**src/rtl/mem_guard_pkg.sv**
```systemverilog
package mem_guard_pkg;

  // Strobes passed from the privilege control to the protection datapath
  typedef struct packed {
    logic privileged;  // current privilege state
    logic mprLoad;     // load the mask at this edge
    logic wrDenied;    // user-mode mask write attempt
  } guard_strobe_t;

endpackage

```
**src/rtl/mem_guard_ctrl.sv**
```systemverilog
module mem_guard_ctrl
  import mem_guard_pkg::*;
(
  input  logic          clk,
  input  logic          rst,
  input  logic          globalWe,
  input  logic          trapExec,
  input  logic          rtnExec,
  input  logic          mprWrEn,
  output guard_strobe_t strobe
);

  logic privQ;

  // Trap entry has priority over trap exit
  always_ff @(posedge clk) begin
    if (rst) begin
      privQ <= 1'b1;
    end else if (globalWe) begin
      if (trapExec) begin
        privQ <= 1'b1;
      end else if (rtnExec) begin
        privQ <= 1'b0;
      end
    end
  end

  always_comb begin
    strobe.privileged = privQ;
    strobe.mprLoad    = globalWe & mprWrEn & privQ;
    strobe.wrDenied   = mprWrEn & ~privQ;
  end

  // trap execution enters privileged mode
  a_r6_trap_sets: assert property (@(posedge clk) disable iff (rst)
    (globalWe && trapExec) |=> strobe.privileged);

  // return-from-trap alone leaves privileged mode
  a_r6_rtn_clears: assert property (@(posedge clk) disable iff (rst)
    (globalWe && rtnExec && !trapExec) |=> !strobe.privileged);

  // no privilege change without the global write enable
  a_r8_priv_hold: assert property (@(posedge clk) disable iff (rst)
    !globalWe |=> $stable(strobe.privileged));

endmodule

```
**src/rtl/mem_guard_dp.sv**
```systemverilog
module mem_guard_dp
  import mem_guard_pkg::*;
#(
  parameter int ADDR_W   = 16,
  parameter int SEG_BITS = 4,
  localparam int NUM_SEG = 1 << SEG_BITS
) (
  input  logic               clk,
  input  logic               rst,
  input  guard_strobe_t      strobe,
  input  logic [NUM_SEG-1:0] mprWrData,
  input  logic               accValid,
  input  logic [ADDR_W-1:0]  accAddr,
  input  logic               accWrite,
  output logic               accAllow,
  output logic               accViolation,
  output logic               memWe
);

  logic [NUM_SEG-1:0]  mprQ;
  logic [SEG_BITS-1:0] segIdx;
  logic                segOk;

  // One state bit per address slice
  for (genvar g = 0; g < NUM_SEG; g++) begin : g_seg
    logic bitQ;
    always_ff @(posedge clk) begin
      if (rst) begin
        bitQ <= 1'b1;
      end else if (strobe.mprLoad) begin
        bitQ <= mprWrData[g];
      end
    end
    assign mprQ[g] = bitQ;
  end

  always_comb begin
    segIdx       = accAddr[ADDR_W-1 -: SEG_BITS];
    segOk        = mprQ[segIdx];
    accAllow     = accValid & (strobe.privileged | segOk);
    accViolation = (accValid & ~strobe.privileged & ~segOk) | strobe.wrDenied;
    memWe        = accWrite & accAllow;
  end

  // a refused user-mode access raises the violation
  a_r3_refused_flags: assert property (@(posedge clk) disable iff (rst)
    (accValid && !strobe.privileged && !accAllow) |-> accViolation);

  // privileged accesses never violate
  a_r4_priv_clean: assert property (@(posedge clk) disable iff (rst)
    strobe.privileged |-> !accViolation);

  // memory write only on a granted access
  a_r5_we_granted: assert property (@(posedge clk) disable iff (rst)
    memWe |-> (accAllow && accValid && accWrite));

  // user-mode mask writes leave the mask untouched
  a_r7_user_write_ignored: assert property (@(posedge clk) disable iff (rst)
    strobe.wrDenied |=> $stable(mprQ));

endmodule

```
**src/rtl/mem_guard.sv**
```systemverilog
module mem_guard
  import mem_guard_pkg::*;
#(
  parameter int ADDR_W   = 16,
  parameter int SEG_BITS = 4,
  localparam int NUM_SEG = 1 << SEG_BITS
) (
  input  logic               clk,
  input  logic               rst,
  input  logic               globalWe,
  input  logic               trapExec,
  input  logic               rtnExec,
  input  logic               mprWrEn,
  input  logic [NUM_SEG-1:0] mprWrData,
  input  logic               accValid,
  input  logic [ADDR_W-1:0]  accAddr,
  input  logic               accWrite,
  output logic               accAllow,
  output logic               accViolation,
  output logic               memWe
);

  guard_strobe_t strobe;

  mem_guard_ctrl u_ctrl (
    .clk      (clk),
    .rst      (rst),
    .globalWe (globalWe),
    .trapExec (trapExec),
    .rtnExec  (rtnExec),
    .mprWrEn  (mprWrEn),
    .strobe   (strobe)
  );

  mem_guard_dp #(
    .ADDR_W   (ADDR_W),
    .SEG_BITS (SEG_BITS)
  ) u_dp (
    .clk          (clk),
    .rst          (rst),
    .strobe       (strobe),
    .mprWrData    (mprWrData),
    .accValid     (accValid),
    .accAddr      (accAddr),
    .accWrite     (accWrite),
    .accAllow     (accAllow),
    .accViolation (accViolation),
    .memWe        (memWe)
  );

  // mask changes only through a privileged, enabled load
  a_r8_mask_hold: assert property (@(posedge clk) disable iff (rst)
    (!globalWe || !mprWrEn) |=> $stable(u_dp.mprQ));

endmodule

```
**config.mk**
```make
export PLATFORM = sky130hd
export DESIGN_NAME = mem_guard
export DESIGN_NICKNAME = d
export VERILOG_FILES = /design/src/rtl/mem_guard_pkg.sv /design/src/rtl/mem_guard_ctrl.sv /design/src/rtl/mem_guard_dp.sv /design/src/rtl/mem_guard.sv
export SDC_FILE = /design/constraint.sdc
export NUM_CORES = 1
export LEC_CHECK = 0
export BUFFER_PORTS_ARGS = -buffer_cell sky130_fd_sc_hd__buf_2
export CORE_MARGIN = 8
export CORE_UTILIZATION = 35
export CTS_CLUSTER_SIZE = 20
export DETAILED_ROUTE_END_ITERATION = 10
export PLACE_DENSITY = 0.62
export SLEW_MARGIN = 10
export SYNTH_ARGS = -nofsm -noshare
export SYNTH_HDL_FRONTEND = slang
export SYNTH_SLANG_ARGS = --single-unit
```
**constraint.sdc**
```tcl
create_clock -name clk -period 1.48 [get_ports clk]
set_input_delay 0 -clock clk [delete_from_list [all_inputs] [get_ports clk]]
set_output_delay 0 -clock clk [all_outputs]
set_load 0.03 [all_outputs]
```
## Yosys cells after proc, flatten, opt, wreduce, memory -nomap -nowiden

Cells that the tools add are included.

| storage, ports and cells | value |
|---|---|
| register bits | 17 |
| input port bits | 40 |
| output and inout bits | 3 |
| logic and storage cells | 35 |

| operators by class | value |
|---|---|
| order comparisons | 1 |
| mux-type cells | 4 |
| bitwise logic cells | 11 |
| reductions and logical operators | 2 |

Operators with widths:

| kind | count |
|---|---|
| $and A1 B1 Y1 | 7 |
| $lt A4 B5 Y1 const B | 1 |
| $bmux W1 S4 | 1 |
| $mux W1 | 3 |
| $not A1 Y1 | 2 |
| $or A1 B1 Y1 | 2 |
| $reduce_and A2 Y1 | 1 |
| $reduce_bool A2 Y1 | 1 |

## Logic depth before layout (Yosys ltp)

Gate-level depths: netlist of run 1.

| logic depth | value |
|---|---|
| depth after elaboration | 5 |
| gate-level depth with buffers | 5 |
| depth with buffers taken out | 4 |

## Modules after synthesis

Synthesis of run 1 repeated with hierarchy kept, for this count alone.

| unflattened totals | value |
|---|---|
| cells, all modules | 79 |
| area, all modules | 827.0 sq um |

Modules (own cells, without submodules):

| module | instances | cells an instance | area an instance (sq um) | seq. area each (sq um) |
|---|---|---|---|---|
| mem_guard_dp | 1 | 73 | 772.0 | 320.3 |
| mem_guard_ctrl | 1 | 6 | 55.1 | 20.0 |

## Worst setup path after synthesis of run 1

No wires, ideal clock.

| timing | value |
|---|---|
| path kind | flip-flop to output port |
| start | reg u_ctrl.privQ |
| end | out memWe |
| arrival time | 1.148 ns |
| data required time | 1.480 ns |
| setup slack | 0.332 ns |
| cell stages (with the launch flop) | 5 |
| buffers on the path | 0 |
| cells stage by stage | dfxtp_1 -> and2b_1 -> o221ai_1 -> o22ai_2 -> nor2_1 |

| between the ends | value |
|---|---|
| longest elaborated chain between the ends | 3 |

Ends and longest elaborated chain:

| what | RTL line | RTL |
|---|---|---|
| start, declared | mem_guard_ctrl.sv:13 | `logic privQ;` |
| start signal, assigned | mem_guard_ctrl.sv:18 | `privQ <= 1'b1;` |
| start signal, assigned | mem_guard_ctrl.sv:21 | `privQ <= 1'b1;` |
| start signal, assigned | mem_guard_ctrl.sv:23 | `privQ <= 1'b0;` |
| $or A1 B1 Y1 | mem_guard_dp.sv:40 | `accAllow = accValid & (strobe.privileged \| segOk);` |
| $and A1 B1 Y1 | mem_guard_dp.sv:40 |  |
| $and A1 B1 Y1 | mem_guard_dp.sv:42 | `memWe = accWrite & accAllow;` |
| end, declared | mem_guard.sv:20 | `output logic memWe` |

No other way between the ends.

## Final worst setup path of run 1

| timing | value |
|---|---|
| start | reg u_dp.g_seg[14].bitQ |
| end | out accViolation |

| between the ends | value |
|---|---|
| longest elaborated chain between the ends | 5 |

Ends and longest elaborated chain:

| what | RTL line | RTL |
|---|---|---|
| start, declared | mem_guard_dp.sv:26 | `logic bitQ;` |
| start signal, assigned | mem_guard_dp.sv:31 | `bitQ <= mprWrData[g];` |
| $bmux W1 S4 | mem_guard_dp.sv:39 | `segOk = mprQ[segIdx];` |
| $mux W1 (implied by the code) | mem_guard_dp.sv:39 |  |
| $not A1 Y1 | mem_guard_dp.sv:41 | `accViolation = (accValid & ~strobe.privileged & ~segOk) \| strobe.wrDenied;` |
| $and A1 B1 Y1 | mem_guard_dp.sv:41 |  |
| $or A1 B1 Y1 | mem_guard_dp.sv:41 |  |
| end, declared | mem_guard.sv:19 | `output logic accViolation,` |

No other way between the ends. The select of a mux whose other input is x is not followed.

==> run summary, run 1 <==
The flow ran to the end, and the final reports show no timing, DRC or antenna violations. Of all cell types, the one taking the most synthesized area is sky130_fd_sc_hd__dfxtp_1. Using the TritonRoute via totals, the vias-per-cell ratio works out to 4.718. The number of failing setup endpoints in the final timing report is 0.

Classification of the worst-slack hold path: in2reg. The utilization after layout is 0.5554, and the clock latency reported for the late side of the worst-skew pair is 0.29 ns. The setup slack of the most critical reg-to-reg path is 0.05 ns, and the combined area of all synthesized cells is 824.5 um^2.

Leaving out fill and tap cells, the most frequent cell in the layout is sky130_fd_sc_hd__nand2_1. The worst register-to-register path begins at u_ctrl.privQ. The total leakage power came out at 0.5989 nW. The pin slew with the least headroom to its limit works out to 0.2594 ns. Relative to the synthesized area, the layout overhead comes to 49.01%. Counting flops and latches in the post-synthesis netlist gives 17. The final setup skew was 0.007062 ns; the arrival time of data at the critical path endpoint was 1.46 ns.

The final setup TNS was 0 ns. Entering global routing, the biggest net connects 18 pins. The worst setup path is of the reg2out kind. The routed length per placed instance was 12.32 um. After synthesis, the netlist uses 20 different library cells. The buffer levels on the longest clock path was 2; the largest stage delay on the critical path was 0.34 ns. The count of yosys warnings during synthesis came out at 0. The most critical setup path has its startpoint at u_dp.g_seg[14].bitQ. The run gives 4165 um^2 as the overall die area. STA classifies the critical path startpoint as a flop. Derived from the worst setup path, the maximum achievable clock frequency is 685.0 MHz. The tools report the endpoint of the worst setup timing path as accViolation. The area share of the leading cell type in the synthesized netlist was 0.4127; the clock edge transition at the registers on the reported setup and hold paths was 0.10 ns. The cell count after synthesis came out at 99. For the number of placement rows, the log shows 17. The tools report the worst slew slack as a fraction of its limit as 0.8271.

The diode insertion count for antenna repair is 0. At the end of routability-driven placement, the weighted congestion stood at 0.7503. The run gives 0 as the max capacitance violation total. The post-route clock period utilization is 0.9864, and the hold violation total from the final report is 0.

STA puts the critical path data required time at 1.48 ns. In this run the count of I/O pins placed on the die edge is 43. The worst setup path is captured at an output pin. Detailed placement ended at an HPWL of 1.543 mm. CTS placed an instance of sky130_fd_sc_hd__clkbuf_4 at the clock tree root. The number of clock buffers added by TritonCTS is 3. The worst hold path was traced through 2 stages.

TritonCTS built the clock tree. The worst path needs 1.460 ns of the cycle, external delays included. The initial core utilization was 0.3727. For the overall fraction of global-route tracks in use, the log shows 0.1084. In this run the vertical extent of the chip is 64.54 um.

The number of levels the H-tree was split into was 1. Setup repair after global routing could not meet its margin everywhere. The top cell types in the final layout, fill and taps aside, are sky130_fd_sc_hd__nand2_1 (35), sky130_fd_sc_hd__buf_2 (28), sky130_fd_sc_hd__dlygate4sd3_1 (18). For the worst flop-to-flop path, the logic depth is 3. The initial antenna violation count is 0, and the layout cell share with drive strength beyond 1 is 0.2953. In the routed design, unresolved DRC markers number 0.

Across all setup checks in the final design, the least slack found is 0.02020 ns. The run gives 0 as the final antenna-violating net count. The signal on the critical path passes through mux2i_1, o221ai_1, o22ai_2, a22o_1, buf_6. Ranked by total cell area, the synthesized netlist is headed by sky130_fd_sc_hd__dfxtp_1 (41%), sky130_fd_sc_hd__nand2_1 (16%), sky130_fd_sc_hd__nand3b_1 (15%), sky130_fd_sc_hd__mux2i_1 (9.7%), sky130_fd_sc_hd__o221ai_2 (1.8%). The endpoint identified for the worst register-to-register timing path is u_ctrl.privQ.

Synthesis produced a netlist with a net count of 139. At the end of the flow, the number of nets in the layout was 190. Across the VDD grid, the largest voltage drop is 0.5025 mV.

The first routing iteration left 11 violations. For this design, the slowest cell found on the critical path is sky130_fd_sc_hd__dfxtp_1. The sequential share of the synthesized area came out at 0.4127. At the placement stage, the worst setup path has a slack of 0.2583 ns. The number of global-route vias before repair is 855, and the mean cell area of the mapped netlist is 8.329 um^2. The die outline width was 64.54 um; the first-pass iteration count of the detailed router was 4.

For the core area, the log shows 2212 um^2. The final global-route overflow total came out at 0. In this run the power density over the cells is 796.1 nW/um^2.

Summed over all layers, the routed wires come to 2.181 mm. The total power of the final layout is 0.0009782 W. The count of buffers added on input and output ports is 30. Across all layers, the routed design uses 835 vias. The worst-path maximum fanout is 3, and the clock sink count is 17. Final hold analysis gives a worst-case slack of 0.09091 ns. Number of max-slew violations in the final report: 0. The first global-routing pass estimated 3.663 mm of wire.
[state kept, by name (all words and copies together) (netlist names)]
name	flops
u_dp.g_seg.bitQ	16
u_ctrl.privQ	1
[repair_timing]
item / CTS / global route
resized for setup: 3 / 7
buffers inserted: 1 / 0
pin swaps: 2 / 2
hold endpoints to repair: 17 / 0
setup endpoints to repair: 1 / 3
hold buffers: 18 / 0
[worst min path at each step]
stage | startpoint | end
4_1_cts | rst | u_dp.g_seg[12].bitQ
6_report | rst | u_dp.g_seg[12].bitQ
3_3_place_gp | mprWrData[11] | u_dp.g_seg[11].bitQ
2_1_floorplan | rst | u_ctrl.privQ
3_5_place_dp | mprWrData[2] | u_dp.g_seg[2].bitQ
5_1_grt | rst | u_dp.g_seg[0].bitQ
[cells in the mapped netlist]
master / number
sky130_fd_sc_hd__and2b_1: 1
sky130_fd_sc_hd__or2_1: 1
sky130_fd_sc_hd__nand2b_1: 2
sky130_fd_sc_hd__mux2i_1: 8
sky130_fd_sc_hd__a221o_1: 1
sky130_fd_sc_hd__buf_6: 1
sky130_fd_sc_hd__a22o_1: 1
sky130_fd_sc_hd__nor2_1: 3
sky130_fd_sc_hd__o221ai_2: 1
sky130_fd_sc_hd__nand2_1: 35
sky130_fd_sc_hd__nand3b_1: 16
sky130_fd_sc_hd__and3_1: 1
sky130_fd_sc_hd__buf_2: 2
sky130_fd_sc_hd__nand3_1: 1
sky130_fd_sc_hd__o22ai_2: 1
sky130_fd_sc_hd__o221ai_1: 1
sky130_fd_sc_hd__dfxtp_1: 17
sky130_fd_sc_hd__o22ai_1: 2
sky130_fd_sc_hd__clkbuf_1: 2
sky130_fd_sc_hd__inv_1: 2
[power by group]
part / leakage, nW / switching (W) / total (W) / internal (W)
logic: 0.445 / 0.0000995 / 0.000220 / 0.000120
clock network: 0.0150 / 0.000145 / 0.000250 / 0.000105
registers: 0.139 / 0.0000167 / 0.000509 / 0.000492
total: 0.599 / 0.000261 / 0.000978 / 0.000717
[worst max-delay path, delay by kind of cell (launching register included)]
family                 cells  cell delay, ns
flip-flops                 1            0.34
AO/OA/AOI/OAI              3            0.61
multiplexers               1            0.08
buffers and inverters      1            0.14
[per-layer routing]
layer	track usage	up-vias	share of wire
li1	-	435	-
met1	0.1152	375	0.44
met2	0.1851	20	0.49
met3	0.03093	5	0.045
met4	0.06812	0	0.022
met5	0	-	0
[cell type report]
cell class	instances	area, um^2
Fill cell	219	983.4
Tap cell	28	35.03
Inverter	2	7.507
Multi-Input combinational cell	75	451.7
Clock buffer	4	26.28
Sequential cell	17	346.6
Timing Repair Buffer	51	361.6
[metrics by stage]
step | cells | cell area (um^2)
after floorplan | 99 | 824.5
after global placement | 154 | 996.0
after detailed placement | 154 | 996.0
after CTS | 177 | 1217
after global routing | 177 | 1229
final | 177 | 1229
[kinds of logic after synthesis]
| family | Yosys count | share of synthesized area |
|---|---|---|
| flops | 17 | 0.4128 |
| compound gates | 7 | 0.08194 |
| simple gates | 60 | 0.3642 |
| mux | 8 | 0.09712 |
| buf+inv | 7 | 0.04401 |
Note: power is estimated with default switching activity, not from simulation.
==> inputs of run 2 (changes only) <==
--- a/config.mk
+++ b/config.mk
@@ -14,4 +14,5 @@
 export SLEW_MARGIN = 10
 export SYNTH_ARGS = -nofsm -noshare
 export SYNTH_HDL_FRONTEND = slang
+export SYNTH_HIERARCHICAL = 1
 export SYNTH_SLANG_ARGS = --single-unit
==> run summary, run 2 <==
The power per cell area came out at 786.0 nW/um^2 (was 796.1 nW/um^2). Most instantiated flip-flop cell in the synthesis netlist: sky130_fd_sc_hd__dfxtp_1 (unchanged). Commonest cells in the synthesized netlist: sky130_fd_sc_hd__nor2b_1 (18), sky130_fd_sc_hd__dfxtp_1 (17), sky130_fd_sc_hd__a211o_1 (16), sky130_fd_sc_hd__mux2i_1 (8), sky130_fd_sc_hd__clkbuf_1 (4) (was sky130_fd_sc_hd__nand2_1 (35), sky130_fd_sc_hd__dfxtp_1 (17), sky130_fd_sc_hd__nand3b_1 (16), sky130_fd_sc_hd__mux2i_1 (8), sky130_fd_sc_hd__nor2_1 (3)). Registers with the most flip-flops: u_dp/g_seg.bitQ: 16 flops, u_ctrl/privQ: 1 flops (was u_dp.g_seg.bitQ: 16 flops, u_ctrl.privQ: 1 flops). The register with the most flip-flops was u_dp/g_seg.bitQ (was u_dp.g_seg.bitQ).

The total CTS buffers was 3 (unchanged). The routed length per placed instance is 13.18 um (was 12.32 um). TritonCTS built the clock tree. The buffer levels on the longest clock path came out at 2 (unchanged).

The tools report the diode insertion count for antenna repair as 0 (unchanged). The post-route clock period utilization came out at 1.147 (was 0.9864). Max capacitance violation total: 0 (unchanged). The tools report the count of unresolved DRC violations after routing as 0 (unchanged).

The cell at the root of the clock tree is sky130_fd_sc_hd__clkbuf_4 (unchanged). For the net total in the final layout, the log shows 166 (was 190). The logs give 1241 um^2 (was 1229 um^2) for the post-route cell area and 17 (unchanged) for the clock sink count. The number of top-level pins came out at 43 (unchanged). For the worst-case hold slack, the log shows 0.1704 ns (was 0.09091 ns). The maximum vdd drop was 0.6095 mV (was 0.5025 mV). The core area was 2233 um^2 (was 2212 um^2).

Top library cells by usage in the layout, fill and taps aside: sky130_fd_sc_hd__buf_2 (27), sky130_fd_sc_hd__dlygate4sd3_1 (18), sky130_fd_sc_hd__nor2b_1 (18) (was sky130_fd_sc_hd__nand2_1 (35), sky130_fd_sc_hd__buf_2 (28), sky130_fd_sc_hd__dlygate4sd3_1 (18)). For the worst slew slack as a fraction of its limit, the log shows 0.7876 (was 0.8271). The area growth from synthesis to layout is 50.08% (was 49.01%), and the height of the die is 64.61 um (was 64.54 um). The fraction of registers with async set/reset came out at 0 (unchanged).

The mean cell area of the mapped netlist is 10.47 um^2 (was 8.329 um^2), and the clock latency reported for the late side of the worst-skew pair is 0.28 ns (was 0.29 ns). For the arrival time of data at the critical path endpoint, the log shows 1.70 ns (was 1.46 ns). Detailed-route via count: 748 (was 835).

The most numerous cell in the Yosys netlist was sky130_fd_sc_hd__nor2b_1 (was sky130_fd_sc_hd__nand2_1). The layout cell share with drive strength beyond 1 was 0.4160 (was 0.2953); the initial antenna violation count was 0 (unchanged). The run gives 4 (unchanged) as the first-pass iteration count of the detailed router. The overall die area is 4174 um^2 (was 4165 um^2). The post-detailed-route via-to-cell ratio was 4.889 (was 4.718); the die outline width was 64.61 um (was 64.54 um). The clock edge transition at the registers on the reported setup and hold paths came out at 0.09 ns (was 0.10 ns). The hold violation total from the final report came out at 0 (unchanged). The internal power came out at 0.0007343 W (was 0.0007172 W).

Setup repair after global routing could not meet its margin everywhere. Pin slew with the least headroom to its limit: 0.3186 ns (was 0.2594 ns). The final reports fail on setup timing. The run gives 0.4115 (was 0.4127) as the sequential share of the synthesized area. The tools report the final-layout fill cell count as 202 (was 219). The run gives 0.3703 (was 0.3727) as the initial core utilization. First-pass GRT wire length: 3.318 mm (was 3.663 mm). The flip-flop and latch area was 356.6 um^2 (was 346.6 um^2); the synthesized flop and latch total was 17 (unchanged). The initial DRC count came out at 16 (was 11).

The dominant cell type by area after synthesis is sky130_fd_sc_hd__dfxtp_1 (unchanged). For the reported net switching power, the log shows 0.0002413 W (was 0.0002610 W). The required time at the endpoint of the critical path is 1.48 ns (about the same), and the worst-path maximum fanout is 3 (unchanged). The kind of start point of the critical path was a flop (unchanged). The final global-route overflow total was 0 (unchanged).

The maximum number of pins on one net before global-route repair is 33 (was 18). The count of yosys warnings during synthesis was 6 (was 0). The final antenna-violating net count is 0 (unchanged), and the area share of the leading cell type in the synthesized netlist is 0.4115 (was 0.4127).

Final weighted congestion of routability-driven global placement: 0.6910 (was 0.7503). The minimum clock period after layout was 1.698 ns (was 1.460 ns); the number of failing setup endpoints in the final timing report was 3 (was 0). For the multi-input combinational cell area, the log shows 457.9 um^2 (was 451.7 um^2).

Critical setup path kind: reg2out (unchanged). The run finished, with violations left. The number of synthesized flops with an enable pin is 0 (unchanged), and the routed wire length is 2.017 mm (was 2.181 mm). For the gate count of the mapped netlist, the log shows 79 (was 99).

The tools report the placed instance count as 131 (was 154). The tools report the net count after synthesis as 119 (was 139). The number of levels the H-tree was split into was 1 (unchanged); the least setup slack across all paths after layout was -0.2183 ns (was 0.02020 ns). The run gives 827.0 um^2 (was 824.5 um^2) as the combined area of all synthesized cells.

The number of global-route vias before repair was 803 (was 855). The fraction of power spent switching nets is 0.2473 (was 0.2668), and the detailed-placement wirelength estimate is 1.389 mm (was 1.543 mm). Final setup skew: 0.0008370 ns (was 0.007062 ns). The tools report the category of the worst setup path capture point as an output pin (unchanged).

The number of placement rows was 17 (unchanged). The clock share of power was 0.243 (was 0.255); the number of max-slew violations in the final report was 0 (unchanged). The port buffer count came out at 30 (unchanged). The post-place instance area is 994.7 um^2 (was 996.0 um^2). The number of flip-flops in the largest register was 16 (unchanged); the total leakage power was 0.5375 nW (was 0.5989 nW).

The tools report the combinational cell fraction of total power as 0.234 (was 0.225). The most common cell after layout, fill and taps aside was sky130_fd_sc_hd__buf_2 (was sky130_fd_sc_hd__nand2_1). For the count of placed standard cells in the final layout, fillers left out, the log shows 153 (was 177).

Classification of the worst-slack hold path: in2reg (unchanged). The run gives 588.8 MHz (was 685.0 MHz) as the fmax. Cell types with the largest area share after synthesis: sky130_fd_sc_hd__dfxtp_1 (41%), sky130_fd_sc_hd__a211o_1 (17%), sky130_fd_sc_hd__nor2b_1 (14%), sky130_fd_sc_hd__mux2i_1 (9.7%), sky130_fd_sc_hd__mux4_2 (5.4%) (was sky130_fd_sc_hd__dfxtp_1 (41%), sky130_fd_sc_hd__nand2_1 (16%), sky130_fd_sc_hd__nand3b_1 (15%), sky130_fd_sc_hd__mux2i_1 (9.7%), sky130_fd_sc_hd__o221ai_2 (1.8%)). Share of total power in sequential cells: 0.523 (was 0.520). The overall fraction of global-route tracks in use came out at 0.09809 (was 0.1084).

The tools report the count of unique library cells instantiated by Yosys as 17 (was 20).
[run 2: critical path, cell delays in order, from the launching register on]
cell	delay (ns)
sky130_fd_sc_hd__dfxtp_2	0.34
sky130_fd_sc_hd__mux2i_1	0.06
sky130_fd_sc_hd__mux4_2	0.53
sky130_fd_sc_hd__a221o_1	0.35
sky130_fd_sc_hd__buf_6	0.14
[run 2: layer usage]
metal  part of all wire  wire length, um  global-route usage
met5                  0                0                   0
met4              0.015               30             0.05722
met3              0.052              105             0.02405
met2               0.52             1053              0.1814
met1               0.41              828             0.09700
[run 2: final timing paths]
check	cells past startpoint	endpoint	slack [ns]	start
hold / removal	2	u_dp/g_seg[5].bitQ	0.17	rst
setup / recovery	4	accViolation	-0.22	u_dp/g_seg[13].bitQ
setup reg to reg	2	u_ctrl/privQ	0.15	u_ctrl/privQ
hold reg to reg	2	u_dp/g_seg[5].bitQ	0.57	u_dp/g_seg[5].bitQ
[run 2: power groups by stage]
stage | clock (W) | combinational [W] | sequential [W]
finish | 0.000237 | 0.000228 | 0.000510
global route | 0.000269 | 0.000250 | 0.000514
CTS | 0.000252 | 0.000225 | 0.000510
detailed placement | 0 | 0.000182 | 0.000517
global placement | 0 | 0.000179 | 0.000515
floorplan | 0 | 0.000125 | 0.000511
[run 2: kinds of logic (layout without fill, tap and decap cells)]
kind of cell           Yosys count  count (layout)  share of synthesized area
buffers and inverters            8              54                    0.04991
DFF                             17              17                     0.4115
and+or+nand+nor                 24              24                     0.1725
AOI/OAI and AO/OA               20              20                     0.2148
muxes                           10              10                     0.1513
[run 2: what timing repair did]
| action | in CTS | in global routing |
|---|---|---|
| hold buffers | 18 | 0 |
| hold endpoints to repair | 17 | 0 |
| resized for setup | 15 | 4 |
| pin swaps | 1 | 1 |
| setup endpoints to repair | 3 | 3 |
| buffers inserted | 0 | 0 |
[run 2: through the flow]
step           power [W]  worst slack (ns)  utilization  TNS (ns)
2_1_floorplan  0.0006357           -0.2112            -   -0.4225
3_5_place_dp   0.0006991           0.04810       0.4454         0
3_3_place_gp   0.0006944           0.07689       0.4454         0
5_1_grt         0.001033           -0.2842       0.5557   -0.8357
6_report       0.0009756           -0.2183       0.5557   -0.6084
4_1_cts        0.0009868           -0.2250       0.5513   -0.6412
[run 2: area by class of cell]
type                       instances  area share
clock buffer                       4     0.02117
timing repair buffer              49      0.2913
inverter                           1    0.003024
sequential                        17      0.2873
multi-input combinational         54      0.3690
tap                               28     0.02823
